<file path="src/rtl/raster_pkg.sv">
package raster_pkg;
  localparam int REG_W  = 32;
  localparam int CNT_W  = 10;
  localparam int VS_W   = 4;
  localparam int HS_W   = 7;

  // word offsets of the register bus
  localparam int OFS_CFG    = 'h34;
  localparam int OFS_FRAME  = 'h36;
  localparam int OFS_SYNC   = 'h38;
  localparam int OFS_START  = 'h3B;
  localparam int OFS_STATUS = 'h43;

  localparam logic [REG_W-1:0] SYNC_KEEP = 32'hFFFF_FF7F;

  typedef struct packed {
    logic [CNT_W-1:0] linesM1;
    logic [CNT_W-1:0] dotsM1;
    logic             interlace;
    logic [VS_W-1:0]  vsyncLines;
    logic [HS_W-1:0]  hsyncM1;
    logic [CNT_W-1:0] startDot;
  } timing_t;

  typedef struct packed {
    logic dotAdv;
    logic lineAdv;
    logic frameWrap;
  } strobe_t;
endpackage

</file>
<file path="src/rtl/raster_ctrl.sv">
module raster_ctrl
  import raster_pkg::*;
#(
  parameter int ADDR_W       = 8,
  parameter int DEF_LINES_M1 = 624,
  parameter int DEF_DOTS_M1  = 863,
  parameter int DEF_VSYNC    = 5,
  parameter int DEF_HSYNC_M1 = 107,
  parameter int DEF_START    = 324
) (
  input  logic              clk,
  input  logic              rstN,
  input  logic              dotEn,
  input  logic              wrEn,
  input  logic [ADDR_W-1:0] addr,
  input  logic [REG_W-1:0]  wrData,
  input  logic              atDotEnd,
  input  logic              atLineEnd,
  input  logic [REG_W-1:0]  statusWord,
  output logic [REG_W-1:0]  rdData,
  output timing_t           progCfg,
  output strobe_t           strb
);
  localparam logic [REG_W-1:0] DEF_SYNC =
    (REG_W'(DEF_VSYNC) << 8) | REG_W'(DEF_HSYNC_M1);

  logic [CNT_W-1:0] cfgReg;
  logic [CNT_W-1:0] linesReg;
  logic [CNT_W-1:0] dotsReg;
  logic [REG_W-1:0] syncReg;
  logic [CNT_W-1:0] startReg;

  logic selCfg, selFrame, selSync, selStart, selStatus;
  assign selCfg    = (addr == ADDR_W'(OFS_CFG));
  assign selFrame  = (addr == ADDR_W'(OFS_FRAME));
  assign selSync   = (addr == ADDR_W'(OFS_SYNC));
  assign selStart  = (addr == ADDR_W'(OFS_START));
  assign selStatus = (addr == ADDR_W'(OFS_STATUS));

  always_ff @(posedge clk) begin
    if (!rstN) begin
      cfgReg   <= '0;
      linesReg <= CNT_W'(DEF_LINES_M1);
      dotsReg  <= CNT_W'(DEF_DOTS_M1);
      syncReg  <= DEF_SYNC;
      startReg <= CNT_W'(DEF_START);
    end else if (wrEn) begin
      if (selCfg)   cfgReg <= wrData[CNT_W-1:0];
      if (selFrame) begin
        linesReg <= wrData[16 +: CNT_W];
        dotsReg  <= wrData[CNT_W-1:0];
      end
      if (selSync)  syncReg  <= wrData & SYNC_KEEP;
      if (selStart) startReg <= wrData[CNT_W-1:0];
    end
  end

  always_comb begin
    rdData = '0;
    if (selCfg)    rdData = REG_W'(cfgReg);
    if (selFrame)  rdData = (REG_W'(linesReg) << 16) | REG_W'(dotsReg);
    if (selSync)   rdData = syncReg;
    if (selStart)  rdData = REG_W'(startReg);
    if (selStatus) rdData = statusWord;
  end

  always_comb begin
    progCfg.linesM1    = linesReg;
    progCfg.dotsM1     = dotsReg;
    progCfg.interlace  = cfgReg[4];
    progCfg.vsyncLines = syncReg[8 +: VS_W];
    progCfg.hsyncM1    = syncReg[HS_W-1:0];
    progCfg.startDot   = startReg;
  end

  assign strb.dotAdv    = dotEn;
  assign strb.lineAdv   = dotEn & atDotEnd;
  assign strb.frameWrap = dotEn & atDotEnd & atLineEnd;

  // the stored sync register never keeps bit 7
  p_sync_mask_r2: assert property (@(posedge clk) disable iff (!rstN)
    wrEn && selSync |=> syncReg[7] == 1'b0);
endmodule

</file>
<file path="src/rtl/raster_dpath.sv">
module raster_dpath
  import raster_pkg::*;
#(
  parameter int DEF_LINES_M1 = 624,
  parameter int DEF_DOTS_M1  = 863,
  parameter int DEF_VSYNC    = 5,
  parameter int DEF_HSYNC_M1 = 107,
  parameter int DEF_START    = 324,
  parameter int BACK_PORCH   = 108
) (
  input  logic             clk,
  input  logic             rstN,
  input  strobe_t          strb,
  input  timing_t          progCfg,
  output logic             atDotEnd,
  output logic             atLineEnd,
  output logic             hsync,
  output logic             vsync,
  output logic             dispActive,
  output logic             field,
  output logic             retrace,
  output logic [REG_W-1:0] statusWord
);
  localparam int SUM_W = CNT_W + 2;

  timing_t          actCfg;
  logic [CNT_W-1:0] dotCnt;
  logic [CNT_W-1:0] lineCnt;

  always_ff @(posedge clk) begin
    if (!rstN) begin
      actCfg.linesM1    <= CNT_W'(DEF_LINES_M1);
      actCfg.dotsM1     <= CNT_W'(DEF_DOTS_M1);
      actCfg.interlace  <= 1'b0;
      actCfg.vsyncLines <= VS_W'(DEF_VSYNC);
      actCfg.hsyncM1    <= HS_W'(DEF_HSYNC_M1);
      actCfg.startDot   <= CNT_W'(DEF_START);
      dotCnt  <= '0;
      lineCnt <= '0;
      field   <= 1'b0;
      retrace <= 1'b0;
    end else begin
      retrace <= strb.frameWrap;
      if (strb.dotAdv)  dotCnt  <= atDotEnd ? '0 : dotCnt + 1'b1;
      if (strb.lineAdv) lineCnt <= atLineEnd ? '0 : lineCnt + 1'b1;
      if (strb.frameWrap) begin
        field  <= actCfg.interlace ? ~field : 1'b0;
        actCfg <= progCfg;
      end
    end
  end

  assign atDotEnd  = (dotCnt >= actCfg.dotsM1);
  assign atLineEnd = (lineCnt >= actCfg.linesM1);

  logic [SUM_W-1:0] dotPlusPorch;
  assign dotPlusPorch = SUM_W'(dotCnt) + SUM_W'(BACK_PORCH);

  assign hsync      = (dotCnt <= CNT_W'(actCfg.hsyncM1));
  assign vsync      = (lineCnt < CNT_W'(actCfg.vsyncLines));
  assign dispActive = !vsync && (dotCnt > actCfg.startDot) &&
                      (dotPlusPorch <= SUM_W'(actCfg.dotsM1));

  assign statusWord = {18'b0, ~vsync, ~hsync, dispActive, field, lineCnt};

  // retrace only with line zero, and never two cycles running
  p_retrace_line0_r4: assert property (@(posedge clk) disable iff (!rstN)
    retrace |-> lineCnt == '0);
  p_retrace_single_r4: assert property (@(posedge clk) disable iff (!rstN)
    retrace |=> !retrace);
  // no display during vertical sync
  p_no_disp_in_vsync_r7: assert property (@(posedge clk) disable iff (!rstN)
    vsync |-> !dispActive);
  // field changes only at a frame wrap
  p_field_hold_r5: assert property (@(posedge clk) disable iff (!rstN)
    !strb.frameWrap |=> $stable(field));
  // active timing holds between wraps
  p_timing_hold_r10: assert property (@(posedge clk) disable iff (!rstN)
    !strb.frameWrap |=> $stable(actCfg));
  // dots hold without the enable
  p_dot_hold_r3: assert property (@(posedge clk) disable iff (!rstN)
    !strb.dotAdv |=> $stable(dotCnt));
endmodule

</file>
<file path="src/rtl/raster_crtc.sv">
module raster_crtc
  import raster_pkg::*;
#(
  parameter int ADDR_W       = 8,
  parameter int DEF_LINES_M1 = 624,
  parameter int DEF_DOTS_M1  = 863,
  parameter int DEF_VSYNC    = 5,
  parameter int DEF_HSYNC_M1 = 107,
  parameter int DEF_START    = 324,
  parameter int BACK_PORCH   = 108
) (
  input  logic              clk,
  input  logic              rstN,
  input  logic              dotEn,
  input  logic              wrEn,
  input  logic [ADDR_W-1:0] addr,
  input  logic [31:0]       wrData,
  output logic [31:0]       rdData,
  output logic              hsync,
  output logic              vsync,
  output logic              dispActive,
  output logic              field,
  output logic              retrace
);
  timing_t          progCfg;
  strobe_t          strb;
  logic             atDotEnd, atLineEnd;
  logic [REG_W-1:0] statusWord;

  raster_ctrl #(
    .ADDR_W(ADDR_W), .DEF_LINES_M1(DEF_LINES_M1), .DEF_DOTS_M1(DEF_DOTS_M1),
    .DEF_VSYNC(DEF_VSYNC), .DEF_HSYNC_M1(DEF_HSYNC_M1), .DEF_START(DEF_START)
  ) u_ctrl (
    .clk(clk), .rstN(rstN), .dotEn(dotEn), .wrEn(wrEn), .addr(addr),
    .wrData(wrData), .atDotEnd(atDotEnd), .atLineEnd(atLineEnd),
    .statusWord(statusWord), .rdData(rdData), .progCfg(progCfg), .strb(strb)
  );

  raster_dpath #(
    .DEF_LINES_M1(DEF_LINES_M1), .DEF_DOTS_M1(DEF_DOTS_M1),
    .DEF_VSYNC(DEF_VSYNC), .DEF_HSYNC_M1(DEF_HSYNC_M1),
    .DEF_START(DEF_START), .BACK_PORCH(BACK_PORCH)
  ) u_dpath (
    .clk(clk), .rstN(rstN), .strb(strb), .progCfg(progCfg),
    .atDotEnd(atDotEnd), .atLineEnd(atLineEnd), .hsync(hsync),
    .vsync(vsync), .dispActive(dispActive), .field(field),
    .retrace(retrace), .statusWord(statusWord)
  );
endmodule

</file>
<file path="config.mk">
export PLATFORM = sky130hd
export DESIGN_NAME = raster_crtc
export DESIGN_NICKNAME = d
export VERILOG_FILES = /design/src/rtl/raster_pkg.sv /design/src/rtl/raster_ctrl.sv /design/src/rtl/raster_dpath.sv /design/src/rtl/raster_crtc.sv
export SDC_FILE = /design/constraint.sdc
export NUM_CORES = 1
export LEC_CHECK = 0
export ABC_AREA = 1
export BUFFER_PORTS_ARGS = -buffer_cell sky130_fd_sc_hd__buf_2
export CORE_MARGIN = 1.5
export CORE_UTILIZATION = 54
export CTS_CLUSTER_SIZE = 25
export DETAILED_ROUTE_END_ITERATION = 8
export PLACE_DENSITY = 0.77
export SLEW_MARGIN = 30
export SYNTH_ARGS = -nofsm -noshare
export SYNTH_HDL_FRONTEND = slang
export SYNTH_HIERARCHICAL = 1
export SYNTH_SLANG_ARGS = --single-unit
</file>
<file path="constraint.sdc">
create_clock -name clk -period 2.55 [get_ports clk]
set_input_delay 0.3825 -clock clk [delete_from_list [all_inputs] [get_ports clk]]
set_output_delay 0.3825 -clock clk [all_outputs]
set_load 0.005 [all_outputs]
</file>
Yosys cells after proc, flatten, opt, wreduce, memory -nomap -nowiden
Cells that the tools add are included.
{ "op_classes": {"addsub": 3, "mul": 0, "div": 0, "n_lt_le_gt_ge": 6, "eq_ne": 5, "shifts": 0, "mux": 8, "bitwise": 6, "reduce_logical": 7} }
{ "ops": {"columns": ["op", "count"], "rows": [
  ["2-to-1 mux 32 bit", 4],
  ["equality test 8 x 6 -> 1 bit (second input constant)", 4],
  ["2-to-1 mux 10 bit", 3],
  ["OR 26 x 10 -> 26 bit", 1],
  ["adder 10 x 1 -> 10 bit (second input constant)", 2],
  ["greater-or-equal comparator 10 bit", 2],
  ["<= comparator 12 x 10 -> 1 bit", 1],
  ["adder 10 x 7 -> 11 bit (second input constant)", 1],
  ["greater-than comparator 10 bit", 1],
  ["<= comparator 10 x 7 -> 1 bit", 1],
  ["less-than comparator 10 x 4 -> 1 bit", 1],
  ["equality test 8 x 7 -> 1 bit (second input constant)", 1],
  ["AND reduction 2 bit", 4],
  ["NOT 1 bit", 3],
  ["bitwise AND 1 bit", 2],
  ["logical AND 1 bit", 2],
  ["logical NOT 1 bit", 1],
  ["2-to-1 mux 1 bit", 1]
]} }
{ "totals": {"regBits": 135, "latch_bits": 0, "mem_bits_rw": 0, "romBits": 0, "in_bits": 44, "elab_cells": 50, "n_memories": 0} }

Logic depth before layout (Yosys ltp)
{ "logic_depth": {"ltp_word": 6, "depth_mapped": 19, "ltp_nobuf": 19} }

By module
Netlist, hierarchy kept.
{ "by_module_without_submodules": {"columns": ["module", "n_inst", "cells_per_inst", "area_each_um2", "seq_area_each_um2"], "rows": [
  ["raster_dpath", 1, 536, 3973.8, 1281.2],
  ["raster_ctrl", 1, 635, 3786.1, 1421.4]
]} }

Worst setup path after synthesis
No wires, ideal clock.
{ "synth_path": {"path_kind": "register -> output", "start": "register u_dpath.dotCnt[2]", "end": "output port rdData[11]", "t_arrival_ns": 2.260, "required_time_ns": 2.168, "slack_ns": -0.092, "stages_incl_launch_ff": 15, "n_path_buf": 1, "path_cell_list": "dfxtp_1 -> inv_1 -> ha_1 -> o21ai_1 -> o21ai_1 -> xor2_1 -> inv_1 -> ha_1 -> nand3_1 -> nor4_1 -> a21oi_1 -> nor2_1 -> buf_4 -> nand2_1 -> o21ai_0"} }
{ "synth_between": {"elab_chain_len": 4} }
{ "synth_lines": {"columns": ["element", "line", "source"], "rows": [
  ["from (decl)", "raster_dpath.sv:27", "logic [CNT_W-1:0] dotCnt;"],
  ["from (signal assigned)", "raster_dpath.sv:44", "if (strb.dotAdv) dotCnt <= atDotEnd ? '0 : dotCnt + 1'b1;"],
  ["adder 10 x 7 -> 11 bit / greater-than comparator 10 bit (equally long branches)", "raster_dpath.sv:57, raster_dpath.sv:61", null],
  ["<= comparator 12 x 10 -> 1 bit / logical AND 1 bit (equally long branches)", "raster_dpath.sv:62, raster_dpath.sv:61", null],
  ["logical AND 1 bit (*)", "raster_dpath.sv:61", "assign dispActive = !vsync && (dotCnt > actCfg.startDot) &&"],
  ["named net dispActive", "raster_crtc.sv:21", "output logic dispActive,"],
  ["2-to-1 mux 32 bit (*)", "raster_ctrl.sv:64", "if (selStatus) rdData = statusWord;"],
  ["to (decl)", "raster_crtc.sv:18", "output logic [31:0] rdData,"]
]} }
Mark *: on every way through the listed nets, which the timed path passes. The rest lies on a longest branch.

Worst setup path in the final report
{ "layout_path": {"start": "register u_dpath.dotCnt[2]", "end": "output port rdData[11]"} }
{ "layout_between": {"elab_chain_len": 4} }
{ "layout_lines": {"columns": ["element", "line"], "rows": [
  ["adder 10 x 7 -> 11 bit / greater-than comparator 10 bit (equally long branches)", "raster_dpath.sv:57, raster_dpath.sv:61"],
  ["<= comparator 12 x 10 -> 1 bit / logical AND 1 bit (equally long branches)", "raster_dpath.sv:62, raster_dpath.sv:61"],
  ["logical AND 1 bit (*)", "raster_dpath.sv:61"],
  ["2-to-1 mux 32 bit (*)", "raster_ctrl.sv:64"]
]} }
Mark *: on every way between the ends. The rest lies on a longest branch, timed or not.

==> impl_summary.log <==
INFO  metric hold_start = wrData[14]
INFO  metric instances_no_fill = roughly 1400
INFO  metric tritoncts = built
INFO  metric crit-reg2reg-launch = u_dpath/dotCnt[2]
INFO  metric final_net_count = around 1400
INFO  metric routed_len_inst = ~14 um
INFO  metric syn2layout_area_growth = 17.5%
INFO  metric grt_first_pass_wirelength = 32300 um
INFO  metric netlist_instances = around 1200
INFO  metric floorplan.core_area = approximately 14000 um2
INFO  metric worst_hold_slack = approximately 180 ps
INFO  metric design_power_total = 4.78 mW
INFO  metric cts_max_level = 4
INFO  metric std_cell_rows = between 40 and 50
INFO  metric critical_path.max_fanout = 7
INFO  metric fmax = around 0.33 GHz
INFO  metric skew = 6.87 ps
INFO  metric hp-class = input pin to flop
INFO  metric design.portCount = between 80 and 90
INFO  metric cts-buffers-inserted = 17
INFO  metric totalWireLength = 20700 um
INFO  metric synth-seq-area-share = 0.348
INFO  metric grt_start_max_net_pins = 48
INFO  metric p_leak = roughly 4.9 nW
INFO  metric final_max_slew_viol_count = 0
INFO  metric postCtsHoldBufs = 0
INFO  metric antenna_left = 0
INFO  metric dpl.cell_count = between 1000 and 1500
INFO  metric drive_gt1_frac = 0.171
INFO  metric cp-start-kind = flop
INFO  metric die_area = 15100 um2
INFO  metric cp.required = 2170 ps
INFO  metric finalHoldViolations = 0
INFO  metric drc_errors = 0
INFO  metric vert_die_dim = 123 um
INFO  metric initial_core_util = 0.557
INFO  metric final_cell_area = 9110 um2
INFO  metric unrepaired_setup_endpoints_after_global_routing = yes
INFO  metric tightestPinTransition = around 780 ps
INFO  metric drt_first_iter_violations = about 630
INFO  metric clock_insertion_delay_at_the_later_pin_of_the_skew_report = between 400 and 500 ps
INFO  metric placed_cell_area = between 8000 and 9000 um2
INFO  metric yosysUniqueCellTypes = 38
INFO  metric slew_headroom = 0.480
INFO  metric maxCapViolCount = 0
INFO  metric ctsLongestPathBuffers = 2
INFO  metric worstRegToRegCells = 19
INFO  metric worst_ep_arrival_time = 2660 ps
INFO  metric vdd_ir_drop_max = 453 uV
INFO  metric yosysWarningCount = 6
INFO  metric insertedDiodeCount = 0
INFO  metric io_buffer_count = 80
INFO  metric finalWorstSetupSlack = -494 ps
INFO  metric rrSetupSlack = 80 ps
INFO  metric via_count = between 7000 and 8000
INFO  metric pwr_density_cell = between 500 and 600 nW/um2
INFO  metric clock-sinks = approximately 140
INFO  metric synth.cell_area = about 7800 um2
INFO  metric min_period_over_period = 1.19
INFO  metric hold_path_depth = 3
INFO  metric grt_pass1_vias = 6646
INFO  metric minimum_period_implied_by_the_final_worst_setup_slack = 3040 ps
INFO  metric overflow = 0
INFO  metric setup-violations-final = 2
INFO  metric syn_avg_cell_area = roughly 6.6 um2
INFO  metric clock_tree.root_cell = sky130_fd_sc_hd__clkbuf_16
INFO  metric chipWidth = roughly 120 um
INFO  metric grt_antenna_before_repair = 0
INFO  metric drt_pass1_iterations = 5
INFO  metric clk_pin_slew_worst_paths = roughly 60 ps
INFO  metric final_util = 0.654
INFO  metric viasPerCell = 5.06
INFO  metric worst-setup-path-type = flop to output pin
INFO  metric crit-reg2reg-capture = u_dpath/actCfg[1]
INFO  metric run_status = finished, violations left
INFO  metric hold_worst_path_end = u_ctrl/syncReg[14]
INFO  metric gp_congestion = between 0.8 and 0.9
INFO  metric violations = setup timing
INFO  metric worstSetupEndpointType = output pin
INFO  metric synth-seq-cells = around 140
INFO  metric gr-usage-all-layers = 0.276
INFO  metric hpwlAfterDp = around 14000 um
[routing by layer]
metal / vias up / global-route usage / part of all wire
met5: - / 0 / 0
met4: 0 / 0.0872 / 0.012
met3: 28 / 0.0697 / 0.073
met2: 270 / 0.434 / 0.46
met1: 3277 / 0.370 / 0.45
li1: 3753 / - / -
[synth_stat cells (all sizes together)]
library cell  instances  area [um2]
a21o                  2        15.0
buf                  56         372
nor3                  5        30.0
nand3                61         310
a21oi                55         275
nor2                185         756
inv                 160         601
nand4                 8        65.1
o211ai                9        67.6
nand2               330        1290
dfxtp               135        2700
clkbuf               21        78.8
a21boi                1        7.51
a211oi                1        7.51
ha                   52         651
conb                  1        3.75
xor2                 17         149
o21ai                63         315
xnor2                 3        26.3
nor3b                 1        7.51
o21bai                1        7.51
nor4                  1        6.26
o21a                  1        7.51
or2                   2        12.5
[per-stage QoR]
stage | setup TNS, ps | setup WS, ps
final | -946 | -494
after global routing | -1470 | -633
after CTS | -666 | -410
after detailed placement | -169 | -166
after global placement | -70.0 | -70.0
after floorplan | 0 | 22.7
[cell usage in the layout (no fill, tap or decap), types with 3 or more instances in the layout]
cell type,netlist,routed
sky130_fd_sc_hd__buf_4,33,41
sky130_fd_sc_hd__inv_4,0,3
sky130_fd_sc_hd__buf_6,2,4
sky130_fd_sc_hd__xor2_1,17,17
sky130_fd_sc_hd__conb_1,1,18
sky130_fd_sc_hd__nand4_1,7,7
sky130_fd_sc_hd__clkbuf_8,0,3
sky130_fd_sc_hd__dfxtp_1,135,133
sky130_fd_sc_hd__nand2_1,313,308
sky130_fd_sc_hd__nor2_2,3,7
sky130_fd_sc_hd__a21oi_1,55,53
sky130_fd_sc_hd__nor2_4,5,5
sky130_fd_sc_hd__o21ai_2,0,3
sky130_fd_sc_hd__nand2_2,16,20
sky130_fd_sc_hd__ha_4,0,3
sky130_fd_sc_hd__o211ai_1,9,9
sky130_fd_sc_hd__o21ai_0,58,55
sky130_fd_sc_hd__nor2_1,176,172
sky130_fd_sc_hd__inv_2,3,4
sky130_fd_sc_hd__clkbuf_16,0,17
sky130_fd_sc_hd__o21ai_1,5,4
sky130_fd_sc_hd__nand3_1,60,59
sky130_fd_sc_hd__nor3_1,4,3
sky130_fd_sc_hd__clkinv_4,0,4
sky130_fd_sc_hd__ha_1,52,49
sky130_fd_sc_hd__inv_1,157,153
sky130_fd_sc_hd__buf_2,18,79
[area by class of cell]
cell class                      count  area [um2]
Clock buffer                       21         470
Clock inverter                     10         121
Fill cell                        1219        4820
Timing Repair Buffer              125         768
Tap cell                          180         225
Multi-Input combinational cell    816        4220
Sequential cell                   135        2710
Inverter                          160         608
[critical path: stages, from the launching register on]
cell,delay (ps)
sky130_fd_sc_hd__dfxtp_2,320
sky130_fd_sc_hd__buf_4,160
sky130_fd_sc_hd__o21ai_2,170
sky130_fd_sc_hd__nand3_1,140
sky130_fd_sc_hd__xor2_1,170
sky130_fd_sc_hd__inv_1,60
sky130_fd_sc_hd__ha_1,320
sky130_fd_sc_hd__nand3_4,90
sky130_fd_sc_hd__nor4_4,270
sky130_fd_sc_hd__a21oi_2,50
sky130_fd_sc_hd__nor2_1,110
sky130_fd_sc_hd__buf_4,150
sky130_fd_sc_hd__nand2_2,50
sky130_fd_sc_hd__o21ai_2,60
sky130_fd_sc_hd__buf_2,130
[what timing repair did]
action / 4_1_cts / 5_1_grt
resized for setup: 11 / 29
setup buffers: 2 / 8
pin swaps: 7 / 15
setup endpoints to repair: 3 / 11
[worst max-delay path by stage]
stage | cells after the start | slack, ps | endpoint | startpoint
floorplan | 14 | 20 | rdData[11] | u_dpath/dotCnt[2]
global placement | 15 | -70 | rdData[11] | u_dpath/dotCnt[2]
detailed placement | 15 | -170 | rdData[11] | u_dpath/dotCnt[2]
CTS | 15 | -410 | rdData[11] | u_dpath/dotCnt[2]
global route | 14 | -630 | rdData[11] | u_dpath/dotCnt[2]
finish | 14 | -490 | rdData[11] | u_dpath/dotCnt[2]
[where the power goes]
part / internal, mW / switching, mW
clock: 1.52 / 0.950
combinational: 0.0651 / 0.127
sequential: 2.12 / 0.00536
total: 3.70 / 1.08
[cell families (layout without fill, tap and decap cells)]
kind of cell	Yosys count	after routing	synth area share
AND/OR/NAND/NOR	593	593	0.319
XOR/XNOR	20	20	0.0226
other	1	18	0.000483
buffers and inverters	237	316	0.135
AO/OA/AOI/OAI	133	133	0.0906
adder cells (fa/ha/maj)	52	52	0.0838
flip-flops	135	135	0.348
[state kept, by name, summed over array words and instances, names as in the netlist]
name	flops
u_dpath/retrace	1
u_ctrl/startReg	10
u_dpath/dotCnt	10
u_ctrl/linesReg	10
u_dpath/actCfg	42
u_ctrl/cfgReg	10
u_dpath/lineCnt	10
u_ctrl/dotsReg	10
u_dpath/field	1
u_ctrl/syncReg	31
No activity file was read; power rests on OpenSTA's default activity.
